**src/rtl/irqDispPkg.sv**
```systemverilog
package irqDispPkg;

  localparam int REG_STATUS = 0;
  localparam int REG_MASK   = 1;
  localparam int MBOX_BASE  = 2;

  typedef struct packed {
    logic loadMsg;    // capture message address/data for a new write
    logic writeBusy;  // master write request is being presented
  } ctrlStrobe_t;

  typedef enum logic {
    MSI_IDLE = 1'b0,
    MSI_SEND = 1'b1
  } msiState_t;

endpackage

```
**src/rtl/irqDispDatapath.sv**
```systemverilog
module irqDispDatapath
  import irqDispPkg::*;
#(
  parameter int NUM_MBOX  = 8,
  parameter int ADDR_W    = 6,
  parameter int DATA_W    = 32,
  parameter int MADDR_W   = 32,
  parameter int MSGDATA_W = 16
) (
  input  logic                 clk,
  input  logic                 rstN,
  input  logic [ADDR_W-1:0]    sAddr,
  input  logic                 sWrite,
  input  logic [DATA_W-1:0]    sWriteData,
  output logic [DATA_W-1:0]    sReadData,
  input  logic [MADDR_W-1:0]   msiAddr,
  input  logic [MSGDATA_W-1:0] msiData,
  input  ctrlStrobe_t          strobe,
  output logic                 pendingAny,
  output logic [MADDR_W-1:0]   mAddr,
  output logic [DATA_W-1:0]    mWriteData
);

  localparam int MBOX_LAST = MBOX_BASE + NUM_MBOX - 1;

  logic [NUM_MBOX-1:0] statusQ;
  logic [NUM_MBOX-1:0] maskQ;
  logic [DATA_W-1:0]   mboxQ [NUM_MBOX];
  logic [NUM_MBOX-1:0] mboxSet;
  logic [NUM_MBOX-1:0] statusClr;
  logic                statusHit;
  logic                maskHit;

  assign statusHit = sWrite && (sAddr == ADDR_W'(REG_STATUS));
  assign maskHit   = sWrite && (sAddr == ADDR_W'(REG_MASK));
  assign statusClr = statusHit ? sWriteData[NUM_MBOX-1:0] : '0;

  for (genvar gi = 0; gi < NUM_MBOX; gi++) begin : g_mboxDecode
    assign mboxSet[gi] = sWrite && (sAddr == ADDR_W'(MBOX_BASE + gi));
  end

  // Status: set from mailbox writes has priority over write-one-to-clear
  always_ff @(posedge clk or negedge rstN) begin
    if (!rstN) begin
      statusQ <= '0;
    end else begin
      statusQ <= (statusQ & ~statusClr) | mboxSet;
    end
  end

  always_ff @(posedge clk or negedge rstN) begin
    if (!rstN) begin
      maskQ <= '0;
    end else if (maskHit) begin
      maskQ <= sWriteData[NUM_MBOX-1:0];
    end
  end

  always_ff @(posedge clk or negedge rstN) begin
    if (!rstN) begin
      for (int i = 0; i < NUM_MBOX; i++) mboxQ[i] <= '0;
    end else begin
      for (int i = 0; i < NUM_MBOX; i++) begin
        if (mboxSet[i]) mboxQ[i] <= sWriteData;
      end
    end
  end

  assign pendingAny = |(statusQ & maskQ);

  always_comb begin
    sReadData = '0;
    if (sAddr == ADDR_W'(REG_STATUS)) begin
      sReadData = DATA_W'(statusQ);
    end else if (sAddr == ADDR_W'(REG_MASK)) begin
      sReadData = DATA_W'(maskQ);
    end else if (int'(sAddr) >= MBOX_BASE && int'(sAddr) <= MBOX_LAST) begin
      for (int i = 0; i < NUM_MBOX; i++) begin
        if (sAddr == ADDR_W'(MBOX_BASE + i)) sReadData = mboxQ[i];
      end
    end
  end

  // Message capture for the master port
  always_ff @(posedge clk or negedge rstN) begin
    if (!rstN) begin
      mAddr      <= '0;
      mWriteData <= '0;
    end else if (strobe.loadMsg) begin
      mAddr      <= msiAddr;
      mWriteData <= DATA_W'(msiData);
    end
  end

  AST_MBOX_SETS_STATUS: assert property (@(posedge clk) disable iff (!rstN)
    (|mboxSet) |=> ((statusQ & $past(mboxSet)) == $past(mboxSet)))
    else $error("mailbox write did not set its status bit");

  AST_W1C_CLEARS: assert property (@(posedge clk) disable iff (!rstN)
    (statusHit && !(|mboxSet)) |=> ((statusQ & $past(sWriteData[NUM_MBOX-1:0])) == '0))
    else $error("written-one status bit still set");

  AST_W1C_KEEPS: assert property (@(posedge clk) disable iff (!rstN)
    statusHit |=> ((statusQ & ~$past(sWriteData[NUM_MBOX-1:0])) == ($past(statusQ) & ~$past(sWriteData[NUM_MBOX-1:0]))))
    else $error("status bit written as zero changed");

endmodule

```
**src/rtl/irqDispControl.sv**
```systemverilog
module irqDispControl
  import irqDispPkg::*;
(
  input  logic        clk,
  input  logic        rstN,
  input  logic        pendingAny,
  input  logic        cfgMsiEnable,
  input  logic        cfgIntxDisable,
  input  logic        mWaitReq,
  output ctrlStrobe_t strobe,
  output logic        mWrite,
  output logic        intxReq
);

  msiState_t stateQ, stateD;
  logic      msiMode;
  logic      intxMode;
  logic      msiLive;
  logic      msiLiveQ;
  logic      msiEdge;
  logic      owedQ;
  logic      launch;

  // MSI wins whenever it is enabled; legacy only when MSI is off and not disabled
  assign msiMode  = cfgMsiEnable;
  assign intxMode = !cfgMsiEnable && !cfgIntxDisable;

  assign msiLive = pendingAny && msiMode;
  assign msiEdge = msiLive && !msiLiveQ;
  assign launch  = (stateQ == MSI_IDLE) && msiMode && (owedQ || msiEdge);

  always_comb begin
    stateD = stateQ;
    case (stateQ)
      MSI_IDLE: if (launch) stateD = MSI_SEND;
      MSI_SEND: if (!mWaitReq) stateD = MSI_IDLE;
      default:  stateD = MSI_IDLE;
    endcase
  end

  always_ff @(posedge clk or negedge rstN) begin
    if (!rstN) begin
      stateQ   <= MSI_IDLE;
      msiLiveQ <= 1'b0;
      owedQ    <= 1'b0;
      intxReq  <= 1'b0;
    end else begin
      stateQ   <= stateD;
      msiLiveQ <= msiLive;
      if (!msiMode || launch) begin
        owedQ <= 1'b0;
      end else if (msiEdge) begin
        owedQ <= 1'b1;
      end
      intxReq <= pendingAny && intxMode;
    end
  end

  assign mWrite           = (stateQ == MSI_SEND);
  assign strobe.loadMsg   = launch;
  assign strobe.writeBusy = mWrite;

  AST_INTX_ONLY_LEGACY: assert property (@(posedge clk) disable iff (!rstN)
    intxReq |-> $past(!cfgMsiEnable && !cfgIntxDisable))
    else $error("legacy request outside legacy mode");

  AST_MSI_ONLY_ENABLED: assert property (@(posedge clk) disable iff (!rstN)
    $rose(mWrite) |-> $past(cfgMsiEnable))
    else $error("MSI write started with MSI disabled");

  AST_INTX_DROPS: assert property (@(posedge clk) disable iff (!rstN)
    !pendingAny |=> !intxReq)
    else $error("legacy request held with nothing pending");

endmodule

```
**src/rtl/hostIrqDispatch.sv**
```systemverilog
module hostIrqDispatch
  import irqDispPkg::*;
#(
  parameter int NUM_MBOX  = 8,
  parameter int ADDR_W    = 6,
  parameter int DATA_W    = 32,
  parameter int MADDR_W   = 32,
  parameter int MSGDATA_W = 16
) (
  input  logic                 clk,
  input  logic                 rstN,
  input  logic [ADDR_W-1:0]    sAddr,
  input  logic                 sWrite,
  input  logic [DATA_W-1:0]    sWriteData,
  output logic [DATA_W-1:0]    sReadData,
  input  logic                 cfgIntxDisable,
  input  logic                 cfgMsiEnable,
  input  logic [MADDR_W-1:0]   msiAddr,
  input  logic [MSGDATA_W-1:0] msiData,
  output logic [MADDR_W-1:0]   mAddr,
  output logic [DATA_W-1:0]    mWriteData,
  output logic                 mWrite,
  input  logic                 mWaitReq,
  output logic                 intxReq
);

  ctrlStrobe_t strobe;
  logic        pendingAny;

  irqDispDatapath #(
    .NUM_MBOX (NUM_MBOX),
    .ADDR_W   (ADDR_W),
    .DATA_W   (DATA_W),
    .MADDR_W  (MADDR_W),
    .MSGDATA_W(MSGDATA_W)
  ) i_datapath (
    .clk       (clk),
    .rstN      (rstN),
    .sAddr     (sAddr),
    .sWrite    (sWrite),
    .sWriteData(sWriteData),
    .sReadData (sReadData),
    .msiAddr   (msiAddr),
    .msiData   (msiData),
    .strobe    (strobe),
    .pendingAny(pendingAny),
    .mAddr     (mAddr),
    .mWriteData(mWriteData)
  );

  irqDispControl i_control (
    .clk           (clk),
    .rstN          (rstN),
    .pendingAny    (pendingAny),
    .cfgMsiEnable  (cfgMsiEnable),
    .cfgIntxDisable(cfgIntxDisable),
    .mWaitReq      (mWaitReq),
    .strobe        (strobe),
    .mWrite        (mWrite),
    .intxReq       (intxReq)
  );

  AST_HOLD_ON_WAIT: assert property (@(posedge clk) disable iff (!rstN)
    (mWrite && mWaitReq) |=> (mWrite && $stable(mAddr) && $stable(mWriteData)))
    else $error("master bus changed while stalled");

endmodule

```
**config.mk**
```make
export PLATFORM = sky130hd
export DESIGN_NAME = hostIrqDispatch
export DESIGN_NICKNAME = d
export VERILOG_FILES = /design/src/rtl/irqDispPkg.sv /design/src/rtl/irqDispDatapath.sv /design/src/rtl/irqDispControl.sv /design/src/rtl/hostIrqDispatch.sv
export SDC_FILE = /design/constraint.sdc
export NUM_CORES = 1
export LEC_CHECK = 0
export BUFFER_PORTS_ARGS = -buffer_cell sky130_fd_sc_hd__buf_2
export CAP_MARGIN = 25
export CORE_ASPECT_RATIO = 1.1
export CORE_UTILIZATION = 45
export DETAILED_ROUTE_END_ITERATION = 16
export SLEW_MARGIN = 20
export SYNTH_ARGS = -nofsm -noshare
export SYNTH_HDL_FRONTEND = slang
export SYNTH_SLANG_ARGS = --single-unit
export TNS_END_PERCENT = 1
```
**constraint.sdc**
```tcl
create_clock -name clk -period 2.25 [get_ports clk]
set_input_delay 0.1125 -clock clk [delete_from_list [all_inputs] [get_ports clk]]
set_output_delay 0.1125 -clock clk [all_outputs]
set_load 0.01 [all_outputs]
```
==> results.md <==
- Status: finished clean
- Post-synth top area share: 0.540
- GRT Total Usage: 0.246
- Vias in the first global route: 11161
- Clock-pin transition on the worst setup and hold timing paths: 0.06 ns
- Area contributors post-synth: dfrtp_1, mux2_2, mux2_4, and3_1, a22o_1
- Core Region: 32500 um^2
- Antenna fix cells: 0
- Post-place setup slack: 0.100 ns
- Largest area contributor in the netlist: dfrtp_1
- Max cap viols: 0
- First-pass GRT wire length: 65000 um
- WP data required: 2.14 ns
- Share of layout cells above drive strength 1: 0.456
- Maximum number of pins on one net before global-route repair: 90
- CTS buffer count: 36
- Mapped Cells: 1143
- Worst Path Arrival: 2.12 ns
- Worst-Skew Late Latency: 0.53 ns
- CTS tree: built
- Max Slew Vio Count: 0
- Initial DRC Count: 575
- Setup CP Type: reg2out
- Post-layout worst setup margin: 0.0212 ns
- Mapped Area: 15000 um^2
- Warnings from Yosys: 0
- Leak Pwr: 9.07 nW
- Vias per std cell: 5.80
- Synth cell types: 51
- Initial antenna violation count: 0
- Initial core utilization: 0.461
- Worst Setup Start Kind: flop
- Final period util: 0.991
- Post-synth ARST share: 1.00
- Clock buffer depth: 3
- DRC: 0
- CTS sink count: 324
- Flops & latches, synth: 324
- Drt pass-1 iters: 5
- Area grow syn2layout: 25.4%
- Routed WL per cell: 22.0 um
- Die Span X: 176 um
- Crit. End Element: primary output
- Final setup violation count: 0
- Die area: 34100 um^2
- Routability cong.: 0.810
- F_max: 449 MHz
- Clk root buf: clkbuf_16
- H-tree lvl count: 2
- Filler cell count: 2672
- Nets@finish: 1502
- Row count: 69
- TNS Setup: 0 ns
- Sequential area share after synthesis: 0.540
- Power per cell area: 863 nW/um^2
- Clock Skews: 0.0303 ns
- Minimum clock period: 2.23 ns
- ANT nets after route: 0
- Ys flop type: dfrtp_1
- Average size of a mapped cell: 13.1 um^2
- IO Count: 190
- Setup Buffers After CTS: 0
- Die Span Y: 194 um
- IO buf count: 173
- Worst Max-Slew Pin Slew: 0.546 ns
- Hold WS: 0.0265 ns
- Max VDD drop: 0.650 mV
- HPWL Detailed: 25700 um
- Crit path max fanout: 2
- Wirelength, routed: 41000 um
- Number of synthesized flops with an enable pin: 0
- Max-Slew Margin vs Limit: 0.636
- Via Count: 10785
- Hold Vio Cnt, Final: 0
- RSZ-0062 raised after global routing: yes
- Worst Hold Class: in2reg
- Grt ovf: 0
[Yosys cell counts, types with 3 or more instances]
| cell type | n |
|---|---|
| clkbuf_1 | 56 |
| a311o_1 | 11 |
| nand3_1 | 33 |
| buf_2 | 23 |
| a311oi_1 | 7 |
| and3_1 | 45 |
| mux2i_1 | 20 |
| o31ai_1 | 18 |
| buf_4 | 19 |
| a211oi_1 | 5 |
| dfrtp_1 | 324 |
| buf_1 | 8 |
| nand2_1 | 22 |
| o21ai_0 | 27 |
| mux2_4 | 30 |
| nor2_1 | 12 |
| nor2b_1 | 11 |
| buf_6 | 3 |
| mux2_2 | 296 |
| clkbuf_2 | 3 |
| nand4_1 | 4 |
| a21oi_1 | 37 |
| a221oi_1 | 24 |
| a22o_1 | 28 |
| a22oi_1 | 4 |
| or3_1 | 7 |
| o221ai_1 | 24 |
| nor3_1 | 16 |
[metrics by stage]
| step | utilization | cell area (um^2) | total power, W | cells |
|---|---|---|---|---|
| final | 0.579 | 18800 | 0.0163 | 1861 |
| after global routing | 0.579 | 18800 | 0.0170 | 1861 |
| after CTS | 0.578 | 18800 | 0.0164 | 1861 |
| after detailed placement | 0.517 | 16800 | 0.0105 | 1716 |
| after global placement | 0.517 | 16800 | 0.0104 | 1716 |
| after floorplan | - | 15100 | 0.00927 | 1158 |
[logic make-up (layout without fill, tap and decap cells)]
group                  after synthesis  in the layout  share of synthesized area
buffers and inverters              113            390                     0.0367
DFF                                324            324                      0.540
AOI/OAI and AO/OA                  195            195                     0.0965
and+or+nand+nor                    164            164                     0.0615
other                                1             16                   0.000250
muxes                              346            346                      0.265
[state kept, by name, summed over array words and instances, names as in the netlist, 8 cells and up]
signal                 flops
i_datapath.mboxQ         256
i_datapath.mAddr          32
i_datapath.mWriteData     16
i_datapath.maskQ           8
i_datapath.statusQ         8
[cells in the final DEF, fill, tap and decap left out, drive strengths merged, types with 5 or more instances in the layout]
cell         instances
clkinv              10
dlygate4sd3         82
buf                244
nand2               23
o21ai               28
o31ai               18
conb                16
a22o                28
mux2i               20
a21oi               37
nor2                14
a211oi               5
clkbuf              48
or3                  7
a311oi               7
a221oi              24
nand3               33
dfrtp              324
and3                45
nor2b               11
nor3                17
mux2               326
a311o               11
o221ai              24
[where the power goes]
group	total (W)	leakage (nW)	switching, W	internal [W]
registers	0.00752	4.23	0.000574	0.00695
clock network	0.00574	0.580	0.00235	0.00339
logic	0.00299	4.26	0.00135	0.00164
[repair_timing]
action                                  in CTS  in global routing
hold endpoints to repair                   581                  0
hold buffers                                82                  0
pin swaps                                    1                  0
gates cloned                                 0                  0
endpoints found under the setup margin       2                  3
gates resized for setup                      2                  3
[area by class of cell]
| type | instances | area (um^2) | share of cell area |
|---|---|---|---|
| clock buffer | 48 | 1050 | 0.0556 |
| tap | 426 | 533 | 0.0283 |
| sequential | 324 | 8110 | 0.430 |
| timing repair buffer | 326 | 2520 | 0.134 |
| inverter | 1 | 3.75 | 0.000199 |
| clock inverter | 15 | 116 | 0.00618 |
| multi-input combinational | 721 | 6510 | 0.346 |
[layer usage]
layer  GRT usage  vias to the layer above  wire, um
met5           0                        -         0
met4      0.0628                        0       776
met3      0.0350                       52      1850
met2       0.395                      285     19700
met1       0.348                     5666     18700
li1            -                     4782         -
[critical path, stage by stage, from the launching register on]
cell      delay [ns]
dfrtp_1         0.37
mux2_2          0.27
a22o_1          0.22
a221oi_2        0.33
a21oi_2         0.12
buf_4           0.16
buf_2           0.13
[final timing paths]
kind / startpoint / end / slack, ns / depth (start not counted)
worst max register to register: i_datapath.statusQ[7]$_DFF_PN0_ / i_datapath.mAddr[28]$_DFFE_PN0P_ / 0.28 / 5
worst max-delay path: i_datapath.mboxQ[93]$_DFFE_PN0P_ / sReadData[29] / 0.02 / 6
max in group asynchronous: rstN / i_datapath.mAddr[17]$_DFFE_PN0P_ / 1.41 / 3
worst min-delay path: sWriteData[0] / i_datapath.statusQ[0]$_DFF_PN0_ / 0.03 / 4
min in group asynchronous: rstN / i_datapath.mboxQ[254]$_DFFE_PN0P_ / 0.07 / 2
worst min register to register: i_datapath.mboxQ[223]$_DFFE_PN0P_ / i_datapath.mboxQ[223]$_DFFE_PN0P_ / 0.50 / 1
No activity file was read; power rests on OpenSTA's default activity.
